==> src/rtl/msi_line_ctrl.sv <==
module msi_line_ctrl #(
  parameter int LINES  = 4,
  parameter int ADDR_W = 16,
  parameter int ID_W   = 4,
  parameter int ACK_W  = 6
) (
  input  logic                     clk,
  input  logic                     rst_n,
  input  logic                     core_valid,
  output logic                     core_ready,
  input  logic [1:0]               core_op,
  input  logic [ADDR_W-1:0]        core_addr,
  input  logic                     fwd_valid,
  output logic                     fwd_ready,
  input  logic [1:0]               fwd_type,
  input  logic [ADDR_W-1:0]        fwd_addr,
  input  logic [ID_W-1:0]          fwd_req_id,
  input  logic                     rsp_valid,
  output logic                     rsp_ready,
  input  logic [1:0]               rsp_type,
  input  logic [ADDR_W-1:0]        rsp_addr,
  input  logic signed [ACK_W-1:0]  rsp_acks,
  output logic                     msg_valid,
  output logic [2:0]               msg_type,
  output logic [ADDR_W-1:0]        msg_addr,
  output logic [ID_W-1:0]          msg_id,
  output logic                     hit_valid,
  output logic                     hit_store,
  output logic [ADDR_W-1:0]        hit_addr
);
  localparam int IDX_W = (LINES > 1) ? $clog2(LINES) : 1;

  typedef enum logic [3:0] {
    ST_I, ST_S, ST_M, ST_IS_D, ST_IM_AD, ST_IM_A,
    ST_SM_AD, ST_SM_A, ST_MI_A, ST_SI_A, ST_II_A
  } lst_e;

  localparam logic [1:0] OP_LD = 2'd0, OP_ST = 2'd1, OP_RP = 2'd2;
  localparam logic [1:0] F_INV = 2'd0, F_GETS = 2'd1, F_GETM = 2'd2, F_PACK = 2'd3;
  localparam logic [1:0] R_DIR = 2'd0, R_OWN = 2'd1, R_IACK = 2'd2;
  localparam logic [2:0] M_GETS = 3'd0, M_GETM = 3'd1, M_PUTS = 3'd2, M_PUTM = 3'd3,
                         M_IACK = 3'd4, M_DREQ = 3'd5, M_DBOTH = 3'd6;

  lst_e                     st_q  [LINES];
  logic [ADDR_W-1:0]        tag_q [LINES];
  logic signed [ACK_W-1:0]  ack_q [LINES];

  logic rsp_hit, fwd_hit, core_hit, have_free;
  logic [IDX_W-1:0] rsp_idx, fwd_idx, core_idx, free_idx;

  always_comb begin
    rsp_hit = 1'b0; fwd_hit = 1'b0; core_hit = 1'b0; have_free = 1'b0;
    rsp_idx = '0; fwd_idx = '0; core_idx = '0; free_idx = '0;
    for (int i = LINES - 1; i >= 0; i--) begin
      if (st_q[i] != ST_I && tag_q[i] == rsp_addr)  begin rsp_hit  = 1'b1; rsp_idx  = IDX_W'(i); end
      if (st_q[i] != ST_I && tag_q[i] == fwd_addr)  begin fwd_hit  = 1'b1; fwd_idx  = IDX_W'(i); end
      if (st_q[i] != ST_I && tag_q[i] == core_addr) begin core_hit = 1'b1; core_idx = IDX_W'(i); end
      if (st_q[i] == ST_I) begin have_free = 1'b1; free_idx = IDX_W'(i); end
    end
  end

  lst_e rsp_st, fwd_st, core_st;
  assign rsp_st  = rsp_hit  ? st_q[rsp_idx]  : ST_I;
  assign fwd_st  = fwd_hit  ? st_q[fwd_idx]  : ST_I;
  assign core_st = core_hit ? st_q[core_idx] : ST_I;

  logic signed [ACK_W-1:0] r_ack, ack_sum, ack_dec;
  assign r_ack   = ack_q[rsp_idx];
  assign ack_sum = r_ack + rsp_acks;
  assign ack_dec = r_ack - {{(ACK_W-1){1'b0}}, 1'b1};

  logic fwd_stall, core_stall;
  assign fwd_stall = (fwd_st inside {ST_IS_D, ST_IM_AD, ST_IM_A, ST_SM_A}) ||
                     (fwd_st == ST_SM_AD && fwd_type != F_INV);

  always_comb begin
    case (core_st)
      ST_I:              core_stall = (core_op != OP_RP) && !have_free;
      ST_S, ST_M:        core_stall = 1'b0;
      ST_SM_AD, ST_SM_A: core_stall = (core_op != OP_LD);
      default:           core_stall = 1'b1;
    endcase
  end

  assign rsp_ready  = rsp_valid;
  assign fwd_ready  = fwd_valid && !fwd_stall && !rsp_ready;
  assign core_ready = core_valid && !core_stall && !rsp_ready && !fwd_ready;

  logic                    upd_en;
  logic [IDX_W-1:0]        upd_idx;
  lst_e                    upd_st;
  logic [ADDR_W-1:0]       upd_tag;
  logic signed [ACK_W-1:0] upd_ack;
  logic                    n_mv, n_hv, n_hs;
  logic [2:0]              n_mt;
  logic [ADDR_W-1:0]       n_ma, n_ha;
  logic [ID_W-1:0]         n_mi;

  always_comb begin
    upd_en = 1'b0; upd_idx = '0; upd_st = ST_I; upd_tag = '0; upd_ack = '0;
    n_mv = 1'b0; n_mt = '0; n_ma = '0; n_mi = '0;
    n_hv = 1'b0; n_hs = 1'b0; n_ha = '0;
    if (rsp_ready && rsp_hit) begin
      upd_en = 1'b1; upd_idx = rsp_idx; upd_st = rsp_st;
      upd_tag = rsp_addr; upd_ack = r_ack;
      n_ha = rsp_addr;
      case (rsp_st)
        ST_IS_D: if (rsp_type != R_IACK) begin upd_st = ST_S; n_hv = 1'b1; end
        ST_IM_AD, ST_SM_AD: begin
          if (rsp_type == R_OWN) begin
            upd_st = ST_M; upd_ack = '0; n_hv = 1'b1; n_hs = 1'b1;
          end else if (rsp_type == R_DIR) begin
            upd_ack = ack_sum;
            if (ack_sum == '0) begin upd_st = ST_M; n_hv = 1'b1; n_hs = 1'b1; end
            else upd_st = (rsp_st == ST_IM_AD) ? ST_IM_A : ST_SM_A;
          end else if (rsp_type == R_IACK) upd_ack = ack_dec;
        end
        ST_IM_A, ST_SM_A: if (rsp_type == R_IACK) begin
          upd_ack = ack_dec;
          if (ack_dec == '0) begin upd_st = ST_M; n_hv = 1'b1; n_hs = 1'b1; end
        end
        default: ;
      endcase
    end else if (fwd_ready && fwd_hit) begin
      upd_en = 1'b1; upd_idx = fwd_idx; upd_st = fwd_st;
      upd_tag = fwd_addr; upd_ack = ack_q[fwd_idx];
      n_ma = fwd_addr; n_mi = fwd_req_id;
      case (fwd_st)
        ST_S:     if (fwd_type == F_INV) begin upd_st = ST_I;     n_mv = 1'b1; n_mt = M_IACK; end
        ST_SM_AD: if (fwd_type == F_INV) begin upd_st = ST_IM_AD; n_mv = 1'b1; n_mt = M_IACK; end
        ST_SI_A: begin
          if (fwd_type == F_INV) begin upd_st = ST_II_A; n_mv = 1'b1; n_mt = M_IACK; end
          if (fwd_type == F_PACK) upd_st = ST_I;
        end
        ST_M, ST_MI_A: begin
          if (fwd_type == F_GETS) begin
            upd_st = (fwd_st == ST_M) ? ST_S : ST_SI_A; n_mv = 1'b1; n_mt = M_DBOTH;
          end
          if (fwd_type == F_GETM) begin
            upd_st = (fwd_st == ST_M) ? ST_I : ST_II_A; n_mv = 1'b1; n_mt = M_DREQ;
          end
          if (fwd_type == F_PACK && fwd_st == ST_MI_A) upd_st = ST_I;
        end
        ST_II_A: if (fwd_type == F_PACK) upd_st = ST_I;
        default: ;
      endcase
    end else if (core_ready) begin
      upd_idx = core_hit ? core_idx : free_idx;
      upd_st = core_st; upd_tag = core_addr; upd_ack = '0;
      n_ma = core_addr; n_ha = core_addr;
      case (core_st)
        ST_I: begin
          if (core_op == OP_LD) begin upd_en = 1'b1; upd_st = ST_IS_D;  n_mv = 1'b1; n_mt = M_GETS; end
          if (core_op == OP_ST) begin upd_en = 1'b1; upd_st = ST_IM_AD; n_mv = 1'b1; n_mt = M_GETM; end
        end
        ST_S: begin
          if (core_op == OP_LD) n_hv = 1'b1;
          if (core_op == OP_ST) begin upd_en = 1'b1; upd_st = ST_SM_AD; n_mv = 1'b1; n_mt = M_GETM; end
          if (core_op == OP_RP) begin upd_en = 1'b1; upd_st = ST_SI_A;  n_mv = 1'b1; n_mt = M_PUTS; end
        end
        ST_M: begin
          if (core_op == OP_LD) n_hv = 1'b1;
          if (core_op == OP_ST) begin n_hv = 1'b1; n_hs = 1'b1; end
          if (core_op == OP_RP) begin upd_en = 1'b1; upd_st = ST_MI_A; n_mv = 1'b1; n_mt = M_PUTM; end
        end
        default: if (core_op == OP_LD) n_hv = 1'b1;
      endcase
    end
    if (!n_mv) begin n_ma = '0; n_mi = '0; end
    if (!n_hv) n_ha = '0;
  end

  always_ff @(posedge clk or negedge rst_n) begin
    if (!rst_n) begin
      for (int i = 0; i < LINES; i++) begin
        st_q[i] <= ST_I; tag_q[i] <= '0; ack_q[i] <= '0;
      end
      msg_valid <= 1'b0; msg_type <= '0; msg_addr <= '0; msg_id <= '0;
      hit_valid <= 1'b0; hit_store <= 1'b0; hit_addr <= '0;
    end else begin
      if (upd_en) begin
        st_q[upd_idx]  <= upd_st;
        tag_q[upd_idx] <= upd_tag;
        ack_q[upd_idx] <= upd_ack;
      end
      msg_valid <= n_mv; msg_type <= n_mt; msg_addr <= n_ma; msg_id <= n_mi;
      hit_valid <= n_hv; hit_store <= n_hs; hit_addr <= n_ha;
    end
  end
endmodule

==> config.mk <==
export PLATFORM = sky130hd
export DESIGN_NAME = msi_line_ctrl
export DESIGN_NICKNAME = d
export VERILOG_FILES = /design/src/rtl/msi_line_ctrl.sv
export SDC_FILE = /design/constraint.sdc
export NUM_CORES = 1
export LEC_CHECK = 0
export CAP_MARGIN = 10
export CORE_MARGIN = 1.5
export CORE_UTILIZATION = 30
export CTS_BUF_LIST = sky130_fd_sc_hd__clkbuf_4 sky130_fd_sc_hd__clkbuf_8
export CTS_CLUSTER_SIZE = 40
export DETAILED_ROUTE_END_ITERATION = 16
export DONT_BUFFER_PORTS = 1
export GPL_TIMING_DRIVEN = 0
export SYNTH_ARGS = -nofsm -noshare
export SYNTH_HDL_FRONTEND = slang
export SYNTH_SLANG_ARGS = --single-unit
export TNS_END_PERCENT = 5
==> constraint.sdc <==
create_clock -name clk -period 4.4 [get_ports clk]
set_clock_uncertainty 0.15 [all_clocks]
set_input_delay 0.66 -clock clk [delete_from_list [all_inputs] [get_ports clk]]
set_output_delay 0.66 -clock clk [all_outputs]
set_load 0.03 [all_outputs]
==> results_dict.tcl, run 1 <==
set metrics [dict create \
    fin_crit_ns 4.868 \
    finalWeightedCongestion 1.028 \
    clkSinkCount 146 \
    clkPwrFrac_pct 35.4 \
    cap_violations 0 \
    rows 71 \
    htreeDepth 4 \
    multi_input_area_mm2 0.008078 \
    antenna_found_initial 1 \
    ant_nets 0 \
    drc_errors 0 \
    ys_seq_area_share_pct 31.78 \
    pre_cts_slack_ns -1.928 \
    leakagePower_nw 6.031 \
    nNetsFinal 1407 \
    critical_path_buf_inv_count 6 \
    synth_edf_count 0 \
    dieArea_mm2 0.03950 \
    grt_pass1_vias 10230 \
    clk_root_buffer_cell "clkbuf_8" \
    ys_seq_elements 146 \
    utilization_pct 37.17 \
    grt_max_degree 147 \
    max_stage_delay_ns 0.57 \
    drv_slew 0 \
    timing.final.hold_violations 0 \
    rsz0062_at_grt "true" \
    antenna_cells 0 \
    tritoncts "done" \
    avgSynthCellArea_um2 9.159 \
    start_util_pct 30.52 \
    max_slew_margin_pct 35.08 \
    combPwrFrac_pct 18.7 \
    die_h_um 198.7 \
    portBuffers 0 \
    core_mm2 0.03767 \
    vdd_drop_max_uv 159.9 \
    critPathTopFamily "simple AND/OR/NAND/NOR gates" \
    fmax_ghz 0.2054 \
    cp_slowest_cell "or4_4" \
    drive_above_1_share_pct 24.36 \
    syn-num-nets 1341 \
    die_w_um 198.7 \
    drt_wl_total_um 46060 \
    cpMostUsedCell "buf_12" \
    crit_arrival_ns 4.06 \
    cp-start-kind "register" \
    finalWorstSetupSlack_ns -0.4675 \
    powerDensity_mw_per_mm2 220.5 \
    crit_chain "or4_4 > nand3_4 > nor4_4 > buf_6 > buf_4 > a211o_1 > a311oi_4 > a21oi_2 > a211oi_2 > and3b_2 > buf_12 > and3b_2 > buf_12 > buf_16 > buf_12" \
    cp.required_ns 3.59 \
    dp_hpwl_um 34590 \
    cellInternalPower_mw 2.102 \
    clk_path_buf_depth 2 \
    synth_area_mm2 0.01149 \
    setup_viol 121 \
    syn_to_final_growth_pct 21.80 \
    endpoint_kind "output pin" \
    firstDrtPassIters 7 \
    finalCritPeriodShare_pct 110.6 \
    grt_usage_pct 23.73 \
    regArea_mm2 0.003671 \
    worst_pin_slew_ns 0.9737 \
    grt_pass1_wl_um 68100 \
    synth_ff_type "dfrtp_1" \
    ioPinCount 114 \
    syn_inst 1255 \
    viasPerCell 5.650 \
    clk-insertion-delay-late_ns 0.49 \
    route.vias.total 10430 \
    clkTransAtPathRegs_ns 0.09 \
    crit_type "register to output pin" \
    status "finished, violations left" \
    numCtsBuffers 17 \
    yosys_warnings 0 \
    grt_overflow 0 \
    yosysUniqueCellTypes 103 \
    fill_cells 3834 \
    violations "negative setup slack" \
    path_max_fanout 8 \
    synthArstFlopShare_pct 100.0 \
    p_sw_uw 985.2 \
    initialDrtViolationCount 1056 \
    wl_per_cell_um 24.97 \
    switching_share_pct 31.92 \
    seq_power_share_pct 46.0 \
    hp-class "primary input to async pin" \
]
-- Yosys cell counts (7+ instances only) --
cell	count	share of area [%]
a211oi_1	7	0.46
a21o_1	9	0.59
a21oi_1	48	2.1
a22oi_1	22	1.4
a31oi_1	7	0.38
and2_1	14	0.76
and3_1	15	0.82
buf_2	33	1.4
buf_4	11	0.72
clkbuf_1	51	1.7
dfrtp_1	146	32
ha_1	16	1.7
inv_1	26	0.85
mux2_1	77	7.5
mux2_2	17	1.7
mux2i_1	19	1.7
nand2_1	107	3.5
nand2b_1	9	0.49
nand3_1	32	1.4
nand4_1	24	1.3
nor2_1	70	2.3
nor2b_1	8	0.44
nor3_1	31	1.3
nor4_1	36	2.0
o211ai_1	8	0.52
o21ai_0	47	2.0
o31ai_1	19	1.2
or3_1	7	0.38
or4_1	8	0.52
xnor2_1	71	5.4
xor2_1	129	9.8
-- repair_timing --
| action | in CTS | in global routing |
|---|---|---|
| pin swaps | 28 | 34 |
| setup endpoints to repair | 148 | 141 |
| buffers inserted | 31 | 16 |
| cloned | 1 | 1 |
| gates resized for setup | 120 | 82 |
| hold buffers | 1 | 0 |
| endpoints found under the hold margin | 146 | 0 |
-- stage by stage --
stage               std cells  power [mW]  cell area [um2]  hold slack (ns)  setup TNS [ns]
floorplan                1255       1.744            11630           0.2144          -6.716
global placement         1766       1.900            12270           0.2199         -185.06
detailed placement       1766       1.900            12270           0.2197         -189.12
CTS                      1828       3.086            13510          0.04736          -27.18
global route             1845       3.213            14000          0.02828          -44.30
finish                   1845       3.087            14000          0.01144          -21.82
-- cells in the final DEF, fill, tap and decap left out, types with 8 or more instances in the layout --
cell type / synthesis / final
clkbuf_8: 0 / 20
o21ai_0: 47 / 46
a21o_1: 9 / 8
o211ai_1: 8 / 8
nor4_2: 6 / 14
nand2_1: 107 / 105
a21oi_2: 2 / 8
nand4_1: 24 / 24
nor3_1: 31 / 25
xnor2_2: 0 / 13
nor2_1: 70 / 61
nor4_1: 36 / 16
buf_2: 33 / 24
clkbuf_2: 0 / 10
mux2i_1: 19 / 19
nor2_4: 0 / 10
nand2b_1: 9 / 9
dfrtp_2: 0 / 14
clkbuf_1: 51 / 35
a22oi_1: 22 / 20
ha_1: 16 / 14
nor4_4: 1 / 13
inv_1: 26 / 26
mux2_1: 77 / 71
and3_1: 15 / 14
nand3_1: 32 / 27
xnor2_1: 71 / 58
mux2_4: 0 / 8
o31ai_1: 19 / 16
and2_1: 14 / 15
a21oi_1: 48 / 41
dfrtp_1: 146 / 132
xor2_1: 129 / 128
mux2_2: 17 / 15
buf_4: 11 / 47
buf_6: 1 / 9
buf_12: 0 / 8
-- kinds of logic (layout without fill, tap and decap cells) --
| family | after synthesis | in the layout | share of synthesized area, % |
|---|---|---|---|
| simple gates | 404 | 404 | 18.82 |
| compound gates | 247 | 247 | 15.73 |
| xor+xnor | 200 | 200 | 15.24 |
| flops | 146 | 146 | 31.78 |
| buf+inv | 125 | 204 | 5.061 |
| mux | 116 | 116 | 11.45 |
| fa+ha+maj | 17 | 17 | 1.916 |
-- routing by layer --
layer  track usage (%)  share of wire (%)  vias up
li1                  -                  -     4672
met1             32.82                 44     5285
met2             37.43                 45      395
met3             3.967                7.2       71
met4             7.828                3.1        2
met5                 0              0.028        -
-- power groups by stage --
stage / Combinational, mW / Clock [mW] / Sequential, mW
2_1_floorplan: 0.314 / 0 / 1.43
3_3_place_gp: 0.459 / 0 / 1.44
3_5_place_dp: 0.458 / 0 / 1.44
4_1_cts: 0.547 / 1.12 / 1.42
5_1_grt: 0.612 / 1.18 / 1.42
6_report: 0.576 / 1.09 / 1.42
-- final timing paths --
kind	startpoint	slack, ns	to	depth (start not counted)
worst max-delay path	st_q[5]	-0.47	core_ready	15
worst min-delay path	rst_n	0.01	tag_q[5]	1
worst max register to register	st_q[12]	-0.44	hit_addr[4]	22
worst min register to register	ack_q[15]	0.38	ack_q[15]	1
max in group asynchronous	rst_n	3.46	st_q[9]	1
min in group clk	fwd_req_id[1]	0.15	msg_id[1]	1
-- area by class of cell --
| type | count | area share (%) |
|---|---|---|
| Sequential cell | 146 | 26.22 |
| Clock buffer | 19 | 1.868 |
| Clock inverter | 13 | 0.9562 |
| Inverter | 27 | 0.7239 |
| Tap cell | 511 | 4.567 |
| Buffer | 95 | 4.620 |
| Timing Repair Buffer | 50 | 3.351 |
| Multi-Input combinational cell | 984 | 57.69 |
-- sequential cells by signal, summed over array words and instances (netlist names) --
signal / cells
tag_q: 64
ack_q: 24
hit_addr: 16
msg_addr: 16
st_q: 16
msg_id: 4
msg_type: 3
hit_store: 1
hit_valid: 1
msg_valid: 1
(Power assumes the default switching activity.)
==> inputs of run 2 (changes only) <==
clock period = 4.2 ns   (was 4.4 ns; I/O delays follow)
==> results_dict.tcl, run 2 (same netlist as run 1, synthesis figures left out) <==
set metrics [dict create \
    rr_startpoint "st_q[13]" \
    finalWorstSetupSlack_ns -0.6552 \
    grt_pass1_vias 10240 \
    portBuffers 0 \
    crit_arrival_ns 4.08 \
    antenna_cells 0 \
    fin_crit_ns 4.855 \
    ioPinCount 114 \
    worst_pin_slew_ns 0.9485 \
    route.vias.total 10400 \
    grt_usage_pct 23.75 \
    die_w_um 198.7 \
    initialDrtViolationCount 1006 \
    finalCritPeriodShare_pct 115.6 \
    drive_above_1_share_pct 22.82 \
    drv_slew 0 \
    vdd_drop_max_uv 165.6 \
    whs_path_depth 1 \
    syn_to_final_growth_pct 20.52 \
    numCtsBuffers 17 \
    regMostFlops "tag_q" \
    dieArea_mm2 0.03950 \
    grt_pass1_wl_um 68090 \
    viasPerCell 5.640 \
    firstDrtPassIters 5 \
    clkSinkCount 146 \
    wl_per_cell_um 24.94 \
    rrSetupSlack_ns -0.65 \
    endpoint_kind "output pin" \
    rows 71 \
    nNetsFinal 1405 \
    timing.final.hold_violations 0 \
    fill_cells 3850 \
    largest_reg_flops 64 \
    grt_max_degree 147 \
    hp-class "primary input to register" \
    clk_root_buffer_cell "clkbuf_8" \
    crit_type "register to output pin" \
    worstRegToRegCells 22 \
    die_h_um 198.7 \
    violations "negative setup slack" \
    core_mm2 0.03767 \
    cp-start-kind "register" \
    path_max_fanout 8 \
    final_common_cell "dfrtp_1" \
    antenna_found_initial 1 \
    max_slew_margin_pct 36.77 \
    drt_wl_total_um 45970 \
    rsz0062_at_grt "true" \
    grt_overflow 0 \
    start_util_pct 30.52 \
    top_regs "tag_q: 64 flops, ack_q: 24 flops" \
    multi_input_area_mm2 0.007974 \
    setup_viol 127 \
    worstHoldStart "fwd_req_id[1]" \
    clk_path_buf_depth 2 \
    finalWeightedCongestion 1.028 \
    timing.rr.end "hit_addr[12]" \
    powerDensity_mw_per_mm2 233.5 \
    regArea_mm2 0.003669 \
    power_mw 3.235 \
    clk-insertion-delay-late_ns 0.49 \
    drc_errors 0 \
    status "finished, violations left" \
    cap_violations 0 \
    final_cell_mix "dfrtp_1, xor2_1, nand2_1" \
    leakagePower_nw 5.969 \
    clkTransAtPathRegs_ns 0.09 \
    cp.required_ns 3.42 \
    whs_endpoint "msg_id[1]" \
    htreeDepth 4 \
    pre_cts_slack_ns -2.098 \
    fmax_ghz 0.2060 \
    dp_hpwl_um 34590 \
    ant_nets 0 \
    tritoncts "done" \
]
==> run 2: final cells by class <==
class / instances / area share [%]
clock inverters: 13 / 0.9664
inverters: 27 / 0.7316
well taps: 511 / 4.615
multi-input cells: 984 / 57.56
plain buffers: 95 / 4.579
clock buffers: 19 / 1.888
flip-flops and latches: 146 / 26.48
repair buffers: 48 / 3.179
==> run 2: what timing repair did <==
action	4_1_cts	5_1_grt
pin swaps	28	31
hold endpoints to repair	146	2
hold buffers	1	1
resized for setup	125	51
buffers inserted	32	13
gates cloned	1	0
setup endpoints to repair	148	143
==> run 2: stage by stage <==
| stage | util, % | hold WS, ns | instances | TNS, ns | instance area [um2] |
|---|---|---|---|---|---|
| floorplan | - | 0.1844 | 1255 | -12.96 | 11630 |
| global placement | 32.56 | 0.1899 | 1766 | -210.16 | 12270 |
| detailed placement | 32.56 | 0.1897 | 1766 | -214.22 | 12270 |
| CTS | 35.96 | 0.01736 | 1829 | -48.33 | 13540 |
| global route | 36.78 | 0.07652 | 1843 | -69.14 | 13850 |
| finish | 36.78 | 0.1140 | 1843 | -48.19 | 13850 |
==> run 2: critical path, stage by stage, from the launching register on <==
cell and delay, ns:
dfrtp_2 0.44, or4_4 0.56, nand3_2 0.13, nor4_4 0.06, buf_4 0.18, buf_4 0.15, a211o_1 0.29, a311oi_4 0.36
a21oi_2 0.09, a211oi_2 0.22, and3b_1 0.21, buf_6 0.17, and3b_2 0.29, buf_12 0.13, buf_16 0.13, buf_12 0.15
==> run 2: worst max-delay path by stage <==
stage                        end    startpoint  depth (start not counted)  slack (ns)
global placement    msg_addr[14]   fwd_addr[3]                         15       -2.09
finish                core_ready       st_q[5]                         15       -0.66
floorplan                st_q[5]   rsp_addr[4]                         21       -0.47
global route             st_q[5]      st_q[13]                         23       -0.85
detailed placement  msg_addr[13]  fwd_addr[14]                         15       -2.10
CTS                      st_q[1]       st_q[5]                         21       -0.70
==> run 2: metal layers <==
layer,track usage (%),vias to the layer above,routed length (um)
li1,-,4670,-
met1,32.69,5248,20240
met2,36.99,413,20890
met3,4.171,62,3412
met4,8.923,2,1414
met5,0,-,10
==> run 2: report_power, final <==
| part | internal (mW) | switching [mW] |
|---|---|---|
| clock | 0.557 | 0.591 |
| sequential | 1.44 | 0.0517 |
| combinational | 0.208 | 0.391 |
==> inputs of run 3 (changes only) <==
ABC_AREA = 1   (was default)
PLACE_DENSITY = 0.48   (was default)
clock period = 4 ns   (was 4.2 ns; I/O delays follow)
==> results_dict.tcl, run 3 <==
set metrics [dict create \
    synth.most_common_cell "nand2_1" \
    dieArea_mm2 0.04634 \
    start_util_pct 30.50 \
    crit_type "register to register" \
    synth_area_leader_cell "dfrtp_1" \
    cap_violations 0 \
    syn_to_final_growth_pct 20.03 \
    grt_overflow 0 \
    grt_pass1_wl_um 92380 \
    drive_above_1_share_pct 18.41 \
    ys_seq_elements 146 \
    wl_per_cell_um 21.45 \
    top_regs "tag_q: 64 flops, ack_q: 24 flops" \
    ys_seq_area_share_pct 27.03 \
    route.vias.total 15010 \
    die_w_um 215.3 \
    rows 77 \
    clkTransAtPathRegs_ns 0.08 \
    initialDrtViolationCount 1331 \
    firstDrtPassIters 6 \
    drc_errors 0 \
    nNetsFinal 2444 \
    htreeDepth 4 \
    whs_ns 0.03299 \
    violations "negative setup slack" \
    max_slew_margin_pct 39.57 \
    worst_pin_slew_ns 0.9065 \
    syn-num-nets 2363 \
    portBuffers 0 \
    tritoncts "done" \
    fill_cells 4923 \
    rrSetupSlack_ns -0.33 \
    powerDensity_mw_per_mm2 226.8 \
    fmax_ghz 0.2310 \
    viasPerCell 5.070 \
    clk_path_buf_depth 2 \
    ant_nets 0 \
    whs_path_depth 2 \
    path_max_fanout 10 \
    antenna_found_initial 0 \
    vdd_drop_max_uv 175.1 \
    netlist.area_leader.share_pct 27.03 \
    ioPinCount 114 \
    yosys_warnings 0 \
    finalCritPeriodShare_pct 108.2 \
    regArea_mm2 0.003682 \
    endpoint_kind "register" \
    avgSynthCellArea_um2 5.936 \
    yosysUniqueCellTypes 50 \
    worstRegToRegCells 26 \
    syn_inst 2277 \
    grt_pass1_vias 14150 \
    multi_input_area_mm2 0.009310 \
    grt_usage_pct 27.33 \
    clk-insertion-delay-late_ns 0.55 \
    finalWeightedCongestion 1.013 \
    utilization_pct 36.61 \
    leakagePower_nw 8.473 \
    grt_max_degree 147 \
    die_h_um 215.3 \
    clk_root_buffer_cell "clkbuf_8" \
    setup_viol 36 \
    cp.required_ns 4.31 \
    final_common_cell "nand2_1" \
    power_mw 3.680 \
    synth_area_leaders "dfrtp_1, nand2_1, nor2_1" \
    finalWorstSetupSlack_ns -0.3282 \
    core_mm2 0.04432 \
    cp-start-kind "register" \
    fin_crit_ns 4.328 \
    drt_wl_total_um 63490 \
    rsz0062_at_grt "true" \
    final_cell_mix "nand2_1, nor2_1, inv_1" \
    synth_edf_count 0 \
    numCtsBuffers 17 \
    hp-class "primary input to register" \
    synth_area_mm2 0.01352 \
    clkSinkCount 146 \
    timing.final.hold_violations 0 \
    pre_cts_slack_ns -1.338 \
    status "finished, violations left" \
    yosys-top-cells-count "nand2_1, nor2_1, inv_1" \
    antenna_cells 0 \
    dp_hpwl_um 50610 \
    largest_reg_flops 64 \
    synthArstFlopShare_pct 100.0 \
    synth_ff_type "dfrtp_1" \
    drv_slew 0 \
    regMostFlops "tag_q" \
    crit_arrival_ns 4.64 \
]
-- run 3: routing by layer --
metal	GRT usage [%]	up-vias	routed length, um
met2	42.41	564	27820
met4	6.294	0	1328
li1	-	7206	-
met1	38.79	7169	29400
met5	0	-	0
met3	5.492	68	4937
-- run 3: path summary, 6_finish.rpt --
check / from / to
min in group asynchronous: rst_n / tag_q[20]
max in group asynchronous: rst_n / tag_q[63]
max: tag_q[52] / hit_addr[6]
min reg2reg: ack_q[8] / ack_q[8]
min: fwd_req_id[1] / msg_id[1]
max reg2reg: tag_q[52] / hit_addr[6]
-- run 3: timing repair --
item,CTS,global route
pin swaps,27,52
setup endpoints to repair,148,145
resized for setup,99,156
buffers inserted,26,32
hold endpoints to repair,147,0
hold buffers,3,0
gates cloned,1,0
-- run 3: stage by stage --
step                      std cells  area [um2]  TNS (ns)
after floorplan                2277       13640         0
after global placement         2869       14380   -114.50
after detailed placement       2869       14380   -114.86
after CTS                      2928       15480    -9.005
after global routing           2960       16220    -21.31
final                          2960       16220    -8.856
-- run 3: logic make-up after synthesis --
kind of cell,share of synthesized area (%)
compound gates,4.721
buf+inv,9.923
xor+xnor,6.544
flops,27.03
fa+ha+maj,1.629
simple gates,50.15
-- run 3: layout make-up --
class,count,area share (%)
plain buffers,66,3.355
well taps,592,4.565
clock inverters,8,1.087
multi-input cells,1809,57.38
flip-flops and latches,146,22.70
repair buffers,61,3.100
clock buffers,21,1.704
inverters,257,6.108
-- run 3: worst max-delay path, stage by stage, from the launching register on --
cell and delay, ns:
dfrtp_2 0.45, xor2_1 0.19, nor3_2 0.33, nand2_1 0.11
nor2_2 0.16, nand3_4 0.20, nand2_4 0.14, inv_4 0.04
nand2_4 0.09, nand3_4 0.08, nand2_4 0.11, inv_6 0.05
ha_4 0.16, fa_2 0.39, a21oi_2 0.13, o21ai_1 0.07
xor2_1 0.16, nor4_2 0.34, nand3_1 0.14, nand2_2 0.11
nand2_2 0.06, nand2_2 0.10, o21ai_4 0.09, nand2_4 0.12
inv_6 0.04, buf_12 0.14, nor2_4 0.08
-- run 3: power breakdown --
part	switching, mW	total (mW)	internal, mW	leakage (nW)
Clock	0.656	1.44	0.783	0.230
Sequential	0.0403	1.54	1.50	2.00
Combinational	0.485	0.705	0.219	6.25
Total	1.18	3.68	2.50	8.47
